File: src/rtl/dma_regs_pkg.sv
package dma_regs_pkg;

  localparam int WIN_SHIFT    = 13;
  localparam int SCMD_W       = 10;
  localparam int STAT_EOL_BIT = 5;
  localparam int STAT_SRC_LSB = 8;
  localparam int PTR_SLOT_W   = 3;

  localparam logic [SCMD_W-1:0] SCMD_LOAD_DATA = 10'h140;
  localparam logic [SCMD_W-1:0] SCMD_BURST     = 10'h020;
  localparam logic [SCMD_W-1:0] SCMD_LOAD_CTX  = 10'h200;

  typedef enum logic [2:0] {
    CH_RESET = 3'b001,
    CH_STOP  = 3'b010,
    CH_RUN   = 3'b100
  } chan_state_e;

  typedef enum logic [3:0] {
    SEL_NONE, SEL_DPTR, SEL_SDESC, SEL_SBUF, SEL_GROUP, SEL_GDOWN,
    SEL_CMD, SEL_CFG, SEL_STAT, SEL_MASK, SEL_ACK, SEL_RAW,
    SEL_MASKED, SEL_SCMD
  } reg_sel_e;

  // word index (byte offset / 4) to register select
  function automatic reg_sel_e sel_of_word(input logic [5:0] w);
    case (w)
      6'd0:    return SEL_DPTR;
      6'd22:   return SEL_SDESC;
      6'd23:   return SEL_SBUF;
      6'd24:   return SEL_GROUP;
      6'd31:   return SEL_GDOWN;
      6'd32:   return SEL_CMD;
      6'd33:   return SEL_CFG;
      6'd34:   return SEL_STAT;
      6'd35:   return SEL_MASK;
      6'd36:   return SEL_ACK;
      6'd37:   return SEL_RAW;
      6'd38:   return SEL_MASKED;
      6'd39:   return SEL_SCMD;
      default: return SEL_NONE;
    endcase
  endfunction

  function automatic logic is_ptr(input reg_sel_e s);
    return s inside {SEL_DPTR, SEL_SDESC, SEL_SBUF, SEL_GROUP, SEL_GDOWN};
  endfunction

  function automatic logic [PTR_SLOT_W-1:0] ptr_slot(input reg_sel_e s);
    case (s)
      SEL_SDESC: return 3'd1;
      SEL_SBUF:  return 3'd2;
      SEL_GROUP: return 3'd3;
      SEL_GDOWN: return 3'd4;
      default:   return 3'd0;
    endcase
  endfunction

endpackage

File: src/rtl/dma_addr_decode.sv
module dma_addr_decode
  import dma_regs_pkg::*;
#(
  parameter int NUM_CH = 4,
  parameter int ADDR_W = 15,
  parameter int CH_W   = 2
) (
  input  logic [ADDR_W-1:0] addr,
  input  logic [3:0]        be,
  output logic [CH_W-1:0]   ch,
  output reg_sel_e          sel,
  output logic              bad
);

  localparam int CHF_W = ADDR_W - WIN_SHIFT;

  logic [CHF_W-1:0] ch_raw;
  logic             unused_addr_bits;

  assign ch_raw           = addr[ADDR_W-1:WIN_SHIFT];
  assign ch               = CH_W'(ch_raw);
  assign sel              = sel_of_word(addr[7:2]);
  assign bad              = (be != 4'hF) || (int'(ch_raw) >= NUM_CH);
  assign unused_addr_bits = ^{addr[WIN_SHIFT-1:8], addr[1:0]};

endmodule

File: src/rtl/dma_ptr_store.sv
module dma_ptr_store #(
  parameter int NUM_CH = 4,
  parameter int CH_W   = 2,
  parameter int SLOT_W = 3,
  parameter int DATA_W = 32
) (
  input  logic              clk,
  input  logic              rst,
  input  logic              wr_en,
  input  logic [CH_W-1:0]   wr_ch,
  input  logic [SLOT_W-1:0] wr_slot,
  input  logic [DATA_W-1:0] wr_data,
  input  logic              rd_en,
  input  logic [CH_W-1:0]   rd_ch,
  input  logic [SLOT_W-1:0] rd_slot,
  output logic [DATA_W-1:0] rd_data
);

  localparam int IDX_W = CH_W + SLOT_W;
  localparam int DEPTH = NUM_CH << SLOT_W;

  logic [DATA_W-1:0] mem [DEPTH];
  logic [DEPTH-1:0]  written;
  logic [DATA_W-1:0] mem_q;
  logic              hit_q;
  logic [IDX_W-1:0]  wr_idx, rd_idx;

  assign wr_idx = {wr_ch, wr_slot};
  assign rd_idx = {rd_ch, rd_slot};

  // plain synchronous RAM, no reset, so it maps onto block memory
  always_ff @(posedge clk) begin
    if (wr_en) mem[wr_idx] <= wr_data;
    if (rd_en) mem_q <= mem[rd_idx];
  end

  // per-entry written flag gives reset-to-zero read behaviour
  always_ff @(posedge clk) begin
    if (rst) begin
      written <= '0;
      hit_q   <= 1'b0;
    end else begin
      if (wr_en) written[wr_idx] <= 1'b1;
      if (rd_en) hit_q <= written[rd_idx];
    end
  end

  assign rd_data = hit_q ? mem_q : '0;

endmodule

File: src/rtl/dma_chan_ctl.sv
module dma_chan_ctl
  import dma_regs_pkg::*;
#(
  parameter int INTR_W = 4,
  parameter int SRC_W  = 2,
  parameter int DATA_W = 32
) (
  input  logic              clk,
  input  logic              rst,
  input  logic              wr_cfg,
  input  logic              wr_cmd,
  input  logic              wr_mask,
  input  logic              wr_ack,
  input  logic              wr_scmd,
  input  logic [DATA_W-1:0] wdata,
  input  logic [INTR_W-1:0] set_intr,
  input  logic              eol_in,
  input  logic [SRC_W-1:0]  src_in,
  output logic [DATA_W-1:0] cfg_q,
  output logic [DATA_W-1:0] cmd_q,
  output logic [INTR_W-1:0] mask_q,
  output logic [INTR_W-1:0] raw_q,
  output logic [INTR_W-1:0] masked_q,
  output logic [SCMD_W-1:0] scmd_q,
  output logic [DATA_W-1:0] status_w,
  output logic              irq,
  output logic              cont_req,
  output logic              ld_data_req,
  output logic              ld_ctx_req,
  output logic              start_req
);

  chan_state_e       state_q, state_d;
  logic [INTR_W-1:0] ack_bits, raw_d, mask_d;
  logic [SCMD_W-1:0] scmd_bits;
  logic              want_data, want_start, want_ctx;

  assign scmd_bits  = wdata[SCMD_W-1:0];
  assign want_data  = wr_scmd && |(scmd_bits & SCMD_LOAD_DATA);
  assign want_start = want_data && |(scmd_bits & SCMD_BURST);
  assign want_ctx   = wr_scmd && |(scmd_bits & SCMD_LOAD_CTX);

  always_comb begin
    ack_bits = wr_ack ? wdata[INTR_W-1:0] : '0;
    mask_d   = wr_mask ? wdata[INTR_W-1:0] : mask_q;
    // a new engine event in the same cycle survives the acknowledge
    raw_d    = (raw_q & ~ack_bits) | set_intr;
    state_d  = state_q;
    if (wr_cfg) begin
      if (wdata[1])  state_d = CH_STOP;
      if (!wdata[0]) state_d = CH_RESET;
    end else if (want_start && cfg_q[0] && !cfg_q[1]) begin
      state_d = CH_RUN;
    end
  end

  always_ff @(posedge clk) begin
    if (rst) begin
      state_q     <= CH_RESET;
      cfg_q       <= '0;
      cmd_q       <= '0;
      mask_q      <= '0;
      raw_q       <= '0;
      masked_q    <= '0;
      scmd_q      <= '0;
      irq         <= 1'b0;
      cont_req    <= 1'b0;
      ld_data_req <= 1'b0;
      ld_ctx_req  <= 1'b0;
      start_req   <= 1'b0;
    end else begin
      state_q     <= state_d;
      if (wr_cfg)  cfg_q  <= wdata;
      if (wr_cmd)  cmd_q  <= wdata;
      if (wr_scmd) scmd_q <= scmd_bits;
      mask_q      <= mask_d;
      raw_q       <= raw_d;
      masked_q    <= raw_d & mask_d;
      irq         <= |(raw_d & mask_d);
      cont_req    <= wr_cmd;
      ld_data_req <= want_data;
      ld_ctx_req  <= want_ctx;
      start_req   <= want_start;
    end
  end

  always_comb begin
    status_w = '0;
    status_w[2:0] = state_q;
    status_w[STAT_EOL_BIT] = eol_in;
    status_w[STAT_SRC_LSB +: SRC_W] = src_in;
  end

  assert_state_onehot_R3: assert property (@(posedge clk) disable iff (rst)
    $countones(state_q) == 1);

  assert_cfg_reset_prio_R4: assert property (@(posedge clk) disable iff (rst)
    (wr_cfg && !wdata[0]) |=> (state_q == CH_RESET));

  assert_ack_clears_R6: assert property (@(posedge clk) disable iff (rst)
    wr_ack |=> ((raw_q & $past(wdata[INTR_W-1:0]) & ~$past(set_intr)) == '0));

  assert_set_raises_irq_R7: assert property (@(posedge clk) disable iff (rst)
    ((|(set_intr & mask_q)) && !wr_mask) |=> irq);

  assert_scmd_no_data_R8: assert property (@(posedge clk) disable iff (rst)
    (wr_scmd && !(|(wdata[SCMD_W-1:0] & SCMD_LOAD_DATA))) |=> (!ld_data_req && !start_req));

  assert_cmd_continue_R9: assert property (@(posedge clk) disable iff (rst)
    wr_cmd |=> cont_req);

endmodule

File: src/rtl/dma_chan_regs.sv
module dma_chan_regs
  import dma_regs_pkg::*;
#(
  parameter int NUM_CH = 4,
  parameter int INTR_W = 4,
  parameter int SRC_W  = 2,
  parameter int DATA_W = 32,
  parameter int ADDR_W = WIN_SHIFT + $clog2(NUM_CH)
) (
  input  logic                     clk,
  input  logic                     rst,
  input  logic                     bus_wr,
  input  logic                     bus_rd,
  input  logic [ADDR_W-1:0]        bus_addr,
  input  logic [3:0]               bus_be,
  input  logic [DATA_W-1:0]        bus_wdata,
  output logic [DATA_W-1:0]        bus_rdata,
  output logic                     bus_err,
  input  logic [NUM_CH*INTR_W-1:0] eng_set_intr,
  input  logic [NUM_CH-1:0]        eng_eol,
  input  logic [NUM_CH*SRC_W-1:0]  eng_src,
  output logic [NUM_CH-1:0]        irq,
  output logic [NUM_CH-1:0]        cont_req,
  output logic [NUM_CH-1:0]        ld_data_req,
  output logic [NUM_CH-1:0]        ld_ctx_req,
  output logic [NUM_CH-1:0]        start_req
);

  localparam int CH_W = $clog2(NUM_CH);

  logic [CH_W-1:0] dec_ch;
  reg_sel_e        dec_sel;
  logic            dec_bad;
  logic            wr_ok, rd_ok, sel_ptr;

  dma_addr_decode #(
    .NUM_CH(NUM_CH), .ADDR_W(ADDR_W), .CH_W(CH_W)
  ) u_dec (
    .addr(bus_addr), .be(bus_be), .ch(dec_ch), .sel(dec_sel), .bad(dec_bad)
  );

  assign wr_ok   = bus_wr && !dec_bad;
  assign rd_ok   = bus_rd && !bus_wr && !dec_bad;
  assign sel_ptr = is_ptr(dec_sel);

  logic [DATA_W-1:0] mem_rd;

  dma_ptr_store #(
    .NUM_CH(NUM_CH), .CH_W(CH_W), .SLOT_W(PTR_SLOT_W), .DATA_W(DATA_W)
  ) u_ptr (
    .clk(clk), .rst(rst),
    .wr_en(wr_ok && sel_ptr), .wr_ch(dec_ch), .wr_slot(ptr_slot(dec_sel)), .wr_data(bus_wdata),
    .rd_en(rd_ok && sel_ptr), .rd_ch(dec_ch), .rd_slot(ptr_slot(dec_sel)), .rd_data(mem_rd)
  );

  logic [DATA_W-1:0] cfg_a    [NUM_CH];
  logic [DATA_W-1:0] cmd_a    [NUM_CH];
  logic [DATA_W-1:0] stat_a   [NUM_CH];
  logic [INTR_W-1:0] mask_a   [NUM_CH];
  logic [INTR_W-1:0] raw_a    [NUM_CH];
  logic [INTR_W-1:0] masked_a [NUM_CH];
  logic [SCMD_W-1:0] scmd_a   [NUM_CH];

  for (genvar g = 0; g < NUM_CH; g++) begin : g_chan
    logic hit;
    assign hit = wr_ok && (dec_ch == CH_W'(g));

    dma_chan_ctl #(
      .INTR_W(INTR_W), .SRC_W(SRC_W), .DATA_W(DATA_W)
    ) u_ctl (
      .clk(clk), .rst(rst),
      .wr_cfg (hit && dec_sel == SEL_CFG),
      .wr_cmd (hit && dec_sel == SEL_CMD),
      .wr_mask(hit && dec_sel == SEL_MASK),
      .wr_ack (hit && dec_sel == SEL_ACK),
      .wr_scmd(hit && dec_sel == SEL_SCMD),
      .wdata(bus_wdata),
      .set_intr(eng_set_intr[g*INTR_W +: INTR_W]),
      .eol_in(eng_eol[g]),
      .src_in(eng_src[g*SRC_W +: SRC_W]),
      .cfg_q(cfg_a[g]), .cmd_q(cmd_a[g]), .mask_q(mask_a[g]),
      .raw_q(raw_a[g]), .masked_q(masked_a[g]), .scmd_q(scmd_a[g]),
      .status_w(stat_a[g]),
      .irq(irq[g]), .cont_req(cont_req[g]), .ld_data_req(ld_data_req[g]),
      .ld_ctx_req(ld_ctx_req[g]), .start_req(start_req[g])
    );
  end

  logic [DATA_W-1:0] ctl_val, ctl_q;
  logic              from_mem_q;

  always_comb begin
    case (dec_sel)
      SEL_CMD:    ctl_val = cmd_a[dec_ch];
      SEL_CFG:    ctl_val = cfg_a[dec_ch];
      SEL_STAT:   ctl_val = stat_a[dec_ch];
      SEL_MASK:   ctl_val = DATA_W'(mask_a[dec_ch]);
      SEL_RAW:    ctl_val = DATA_W'(raw_a[dec_ch]);
      SEL_MASKED: ctl_val = DATA_W'(masked_a[dec_ch]);
      SEL_SCMD:   ctl_val = DATA_W'(scmd_a[dec_ch]);
      default:    ctl_val = '0;
    endcase
  end

  always_ff @(posedge clk) begin
    if (rst) begin
      ctl_q      <= '0;
      from_mem_q <= 1'b0;
      bus_err    <= 1'b0;
    end else begin
      bus_err <= (bus_wr || bus_rd) &&
                 (dec_bad || (bus_wr && dec_sel == SEL_CMD && |bus_wdata[DATA_W-1:1]));
      if (rd_ok) begin
        ctl_q      <= ctl_val;
        from_mem_q <= sel_ptr;
      end else if (bus_rd) begin
        ctl_q      <= '0;
        from_mem_q <= 1'b0;
      end
    end
  end

  assign bus_rdata = from_mem_q ? mem_rd : ctl_q;

  assert_narrow_err_R10: assert property (@(posedge clk) disable iff (rst)
    ((bus_wr || bus_rd) && bus_be != 4'hF) |=> bus_err);

  assert_narrow_no_strobe_R10: assert property (@(posedge clk) disable iff (rst)
    (bus_wr && bus_be != 4'hF) |=> (cont_req == '0 && ld_data_req == '0 &&
                                    ld_ctx_req == '0 && start_req == '0));

endmodule

File: config.mk
export PLATFORM = sky130hd
export DESIGN_NAME = dma_chan_regs
export DESIGN_NICKNAME = d
export VERILOG_FILES = /design/src/rtl/dma_regs_pkg.sv /design/src/rtl/dma_addr_decode.sv /design/src/rtl/dma_ptr_store.sv /design/src/rtl/dma_chan_ctl.sv /design/src/rtl/dma_chan_regs.sv
export SDC_FILE = /design/constraint.sdc
export NUM_CORES = 2
export LEC_CHECK = 0
export BUFFER_PORTS_ARGS = -buffer_cell sky130_fd_sc_hd__buf_2
export CAP_MARGIN = 20
export CORE_MARGIN = 4
export CORE_UTILIZATION = 30
export CTS_CLUSTER_SIZE = 16
export DETAILED_ROUTE_END_ITERATION = 8
export GPL_TIMING_DRIVEN = 0
export HOLD_SLACK_MARGIN = 0.1
export REMOVE_ABC_BUFFERS = 1
export SETUP_SLACK_MARGIN = 0.1
export SYNTH_ARGS = -nofsm -noshare
export SYNTH_HDL_FRONTEND = slang
export SYNTH_SLANG_ARGS = --single-unit
File: constraint.sdc
create_clock -name clk -period 4.8 [get_ports clk]
set_input_delay 0 -clock clk [delete_from_list [all_inputs] [get_ports clk]]
set_output_delay 0 -clock clk [all_outputs]
set_load 0.03 [all_outputs]
==> results.txt <==
----------------------------------------------------
[Synthesis]
  Cell accounting for the most synthesized area ... sky130_fd_sc_hd__edfxtp_1
  Post-Syn Instances ... 4,275
  Top cells by instance count after synthesis ... sky130_fd_sc_hd__edfxtp_1 (1,046), sky130_fd_sc_hd__nand2_1 (977), sky130_fd_sc_hd__a21oi_1 (579)
  Summed instance area of the synthesized netlist ... 56,000 um2
  Count of yosys warnings during synthesis ... 0
  Average cell area after synthesis ... 13.1 um2
  Post-synthesis sequential area ratio ... 71.6%
  Main area contributors after synthesis ... sky130_fd_sc_hd__edfxtp_1 (56%), sky130_fd_sc_hd__dfxtp_1 (15%), sky130_fd_sc_hd__nand2_1 (6.6%)
  Post-synth EDFFs ... 1,046
  Proportion of synthesized flip-flops having asynchronous set or reset ... 0%
  Dominant cell by count in the synthesized netlist ... sky130_fd_sc_hd__edfxtp_1
  Post-synth top area share ... 56.1%
  Number of distinct library cell variants in the gate-level netlist after synthesis ... 65
  Prevailing post-synth register cell ... sky130_fd_sc_hd__edfxtp_1
  FF+latch count, synth ... 1,478

[Critical path]
  CP bufs+invs ... 4
  Number of cells on the worst reg-to-reg path ... 6
  Arrival time reported for the critical path endpoint ... 4750 ps
  Startpoint of the worst setup timing path ... bus_addr[3]
  Cell type with the highest occurrence count on the critical path ... sky130_fd_sc_hd__buf_12
  Launch point of the worst reg-to-reg path ... g_chan[0].u_ctl.scmd_q[5]
  Largest stage delay on the critical path ... 760 ps
  Path type of the worst setup path ... input pin to flop
  Destination of the worst register-to-register timing path ... ctl_q[5]
  Worst Path Required ... 5260 ps
  Sort of element at the start of the critical path ... input pin
  Crit path max-delay family ... simple AND/OR/NAND/NOR gates
  Kind of end point of the critical path ... flop
  Setup slack, reg-to-reg ... 2730 ps
  Slowest cell on the critical path ... sky130_fd_sc_hd__nor2_1
  Cell breakdown of the critical path ... buf_2 -> inv_1 -> ha_1 -> nor4b_1 -> o32a_1 -> nand2_1 -> nor2_1 -> nand3_4 -> nor2_4 -> buf_12 -> buf_12
  Number of cells on the critical path ... 11
  Largest fanout on the critical path ... 13
  End of the critical path ... u_ptr.mem[28][16]

[Timing]
  Relative max-transition margin ... 25.3%
  Final hold slack ... 129 ps
  Largest clock skew in the final design ... 41.5 ps
  Setup violation total in the final timing report ... 0
  Pin slew with the least headroom to its limit ... 1120 ps
  Fin crit share ... 89.3%
  RSZ-0062 raised after global routing ... false
  Post-layout minimum cycle time ... 4290 ps
  Final critical-path setup slack ... 513 ps
  Hold violation count in the final report ... 0
  F_max ... 233 MHz
  Final count of pins violating max slew ... 0

[Die]
  Placeable core region ... 185,000 um2
  Initial core utilization ... 30.2%
  Die Span Y ... 440 um
  # rows ... 158
  Top-level port count ... 136
  Area enclosed by the die boundary ... 194,000 um2
  Horizontal die dimension ... 440 um

[CTS]
  H-tree level count ... 4
  Total clock buffers created by CTS ... 153
  Number of post-CTS setup repair buffers ... 0
  Quantity of gates resized following cts ... 0
  Max Root-Sink Buffers ... 3
  Total number of clock tree sinks ... 1,478
  Clock latency of the later-clocked register in the worst-skew pair ... 780 ps
  CTS tree ... yes
  Register clock-pin slew on the reported worst setup and hold paths ... 60 ps
  Root buffer cell ... sky130_fd_sc_hd__clkbuf_16

[Worst hold path]
  Path class of the lowest-slack min-delay path ... input pin to flop
  Hold path startpoint ... eng_set_intr[14]
  Worst Hold Path Cells ... 4

[Finish]
  Area growth from synthesis to final layout ... 22.2%
  Number of nets at the end of the flow ... 4,906
  Fraction of final layout cells with drive strength greater than 1 ... 13.3%
  Number of filler instances in the final layout ... 17,800

[Drt]
  First drt pass iteration count ... 9
  Detail Route Antenna Nets ... 0
  Average wire per standard cell ... 22.5 um
  Drc violations ... 0
  Violation count after the first detailed-routing iteration ... 5,001
  Vias per Instance ... 5.10
  Sum of routed wire length over all layers ... 167,000 um
  Vias ... 37,900

[Power and ir drop]
  IR drop worst, VDD ... 0.000331 V
  Total power consumption of the routed design ... 26.9 mW
  Cell Pwr Density ... 393 nW/um2
  Static leakage power ... 22.9 nW

[Run]
  Max-cap violations ... 0

[Place]
  Setup WS pre-CTS ... -234 ps
  PortBufs ... 128
  HPWL Detailed ... 101,000 um
  Final weighted congestion in routability-driven placement ... 0.761

[Global routing]
  Pin count of the biggest net entering global routing ... 147
  Via count of the first global-routing pass ... 37,000
  GRT Residual Overflow ... 0
  Wire length of the first global-routing pass ... 244,000 um
  Initial antenna violation count ... 8
  Total Routing Usage GR ... 16.8%

[Run status]
  Result of the run ... finished, final reports clean

----------------------------------------------------
-- logic make-up (layout without fill, tap and decap cells) --
logic type	after synthesis	in the layout	synth area share (%)
other	1	378	0.00670
DFF	1478	1478	71.6
muxes	121	121	4.23
adders and majority gates	2	2	0.0447
and+or+nand+nor	1312	1312	9.59
xor gates and xnor gates	1	1	0.0157
AOI/OAI and AO/OA	981	981	11.6
buffers and inverters	379	679	2.94
-- state kept, by name, summed over array words and instances, names as in the netlist, 12 cells and up --
name and cells:
u_ptr.written 21, g_chan.u_ctl.masked_q 16, ctl_q 32, g_chan.u_ctl.raw_q 16, g_chan.u_ctl.state_q 12, g_chan.u_ctl.mask_q 16, g_chan.u_ctl.scmd_q 40, u_ptr.mem 1014
g_chan.u_ctl.cfg_q 128, u_ptr.mem_q 32, g_chan.u_ctl.cmd_q 128
-- routing by layer --
| layer | global-route usage [%] | vias up | part of all wire, % |
|---|---|---|---|
| met1 | 22.1 | 18900 | 40 |
| met3 | 2.80 | 345 | 7.9 |
| li1 | - | 16900 | - |
| met2 | 27.6 | 1775 | 48 |
| met4 | 6.97 | 0 | 4.1 |
| met5 | 0 | - | 0 |
-- area by class of cell --
class | instances | area (um2) | area share (%)
Tap cell | 2480 | 3100 | 4.54
Antenna cell | 4 | 10.0 | 0.0146
Clock inverter | 75 | 800 | 1.17
Multi-Input combinational cell | 2791 | 16000 | 23.4
Inverter | 35 | 133 | 0.194
Timing Repair Buffer | 362 | 4100 | 5.99
Clock buffer | 207 | 4210 | 6.15
Sequential cell | 1478 | 40100 | 58.6
-- worst register-to-register path, delay by kind of cell, from the launching register on --
| family | cells | cell delay, ps |
|---|---|---|
| flops | 1 | 320 |
| simple gates | 2 | 170 |
| compound gates | 2 | 480 |
| mux | 1 | 440 |
| buf+inv | 1 | 550 |
-- worst min-delay path by stage --
| stage | end | slack [ps] |
|---|---|---|
| final | g_chan[3].u_ctl.raw_q[2] | 130 |
| after global placement | g_chan[3].u_ctl.raw_q[3] | 230 |
| after detailed placement | g_chan[3].u_ctl.raw_q[3] | 240 |
| after floorplan | ctl_q[2] | 70 |
| after CTS | g_chan[1].u_ctl.raw_q[2] | 100 |
| after global routing | g_chan[1].u_ctl.raw_q[2] | 110 |
-- where the power goes --
group / total (mW) / switching [mW] / internal (mW)
Clock: 11.7 / 5.02 / 6.70
Combinational: 1.13 / 0.779 / 0.354
Sequential: 14.0 / 0.0714 / 13.9
-- cells in the final DEF (no fill, tap or decap), types with 24 or more instances in the layout --
master / Yosys / layout
sky130_fd_sc_hd__a21oi_1: 579 / 579
sky130_fd_sc_hd__a222oi_1: 249 / 249
sky130_fd_sc_hd__a22oi_1: 49 / 49
sky130_fd_sc_hd__buf_12: 0 / 40
sky130_fd_sc_hd__buf_16: 0 / 35
sky130_fd_sc_hd__buf_2: 72 / 126
sky130_fd_sc_hd__buf_6: 6 / 57
sky130_fd_sc_hd__clkbuf_1: 222 / 40
sky130_fd_sc_hd__clkbuf_16: 0 / 156
sky130_fd_sc_hd__clkinv_2: 0 / 28
sky130_fd_sc_hd__conb_1: 1 / 374
sky130_fd_sc_hd__dfxtp_1: 432 / 431
sky130_fd_sc_hd__dlygate4sd3_1: 0 / 91
sky130_fd_sc_hd__edfxtp_1: 1046 / 1046
sky130_fd_sc_hd__inv_1: 34 / 34
sky130_fd_sc_hd__mux2i_1: 24 / 24
sky130_fd_sc_hd__mux4_2: 92 / 92
sky130_fd_sc_hd__nand2_1: 977 / 963
sky130_fd_sc_hd__nor2_1: 159 / 141
sky130_fd_sc_hd__nor3_1: 42 / 30
sky130_fd_sc_hd__nor4_1: 70 / 70
sky130_fd_sc_hd__o21ai_0: 42 / 42
-- per-stage QoR --
stage               instance area, um2  instances  utilization (%)  setup TNS [ps]
finish                           68400       7432             36.9               0
global route                     68400       7429             36.9               0
CTS                              68400       7424             36.9               0
detailed placement               62400       7051             33.7           -6310
global placement                 59600       6912             32.1        -6553580
floorplan                        55900       4304                -         -469380
-- repair_timing --
action	4_1_cts	5_1_grt
setup endpoints to repair	0	0
hold buffers	91	0
endpoints found under the hold margin	1407	0
Note: power is estimated with default switching activity, not from simulation.
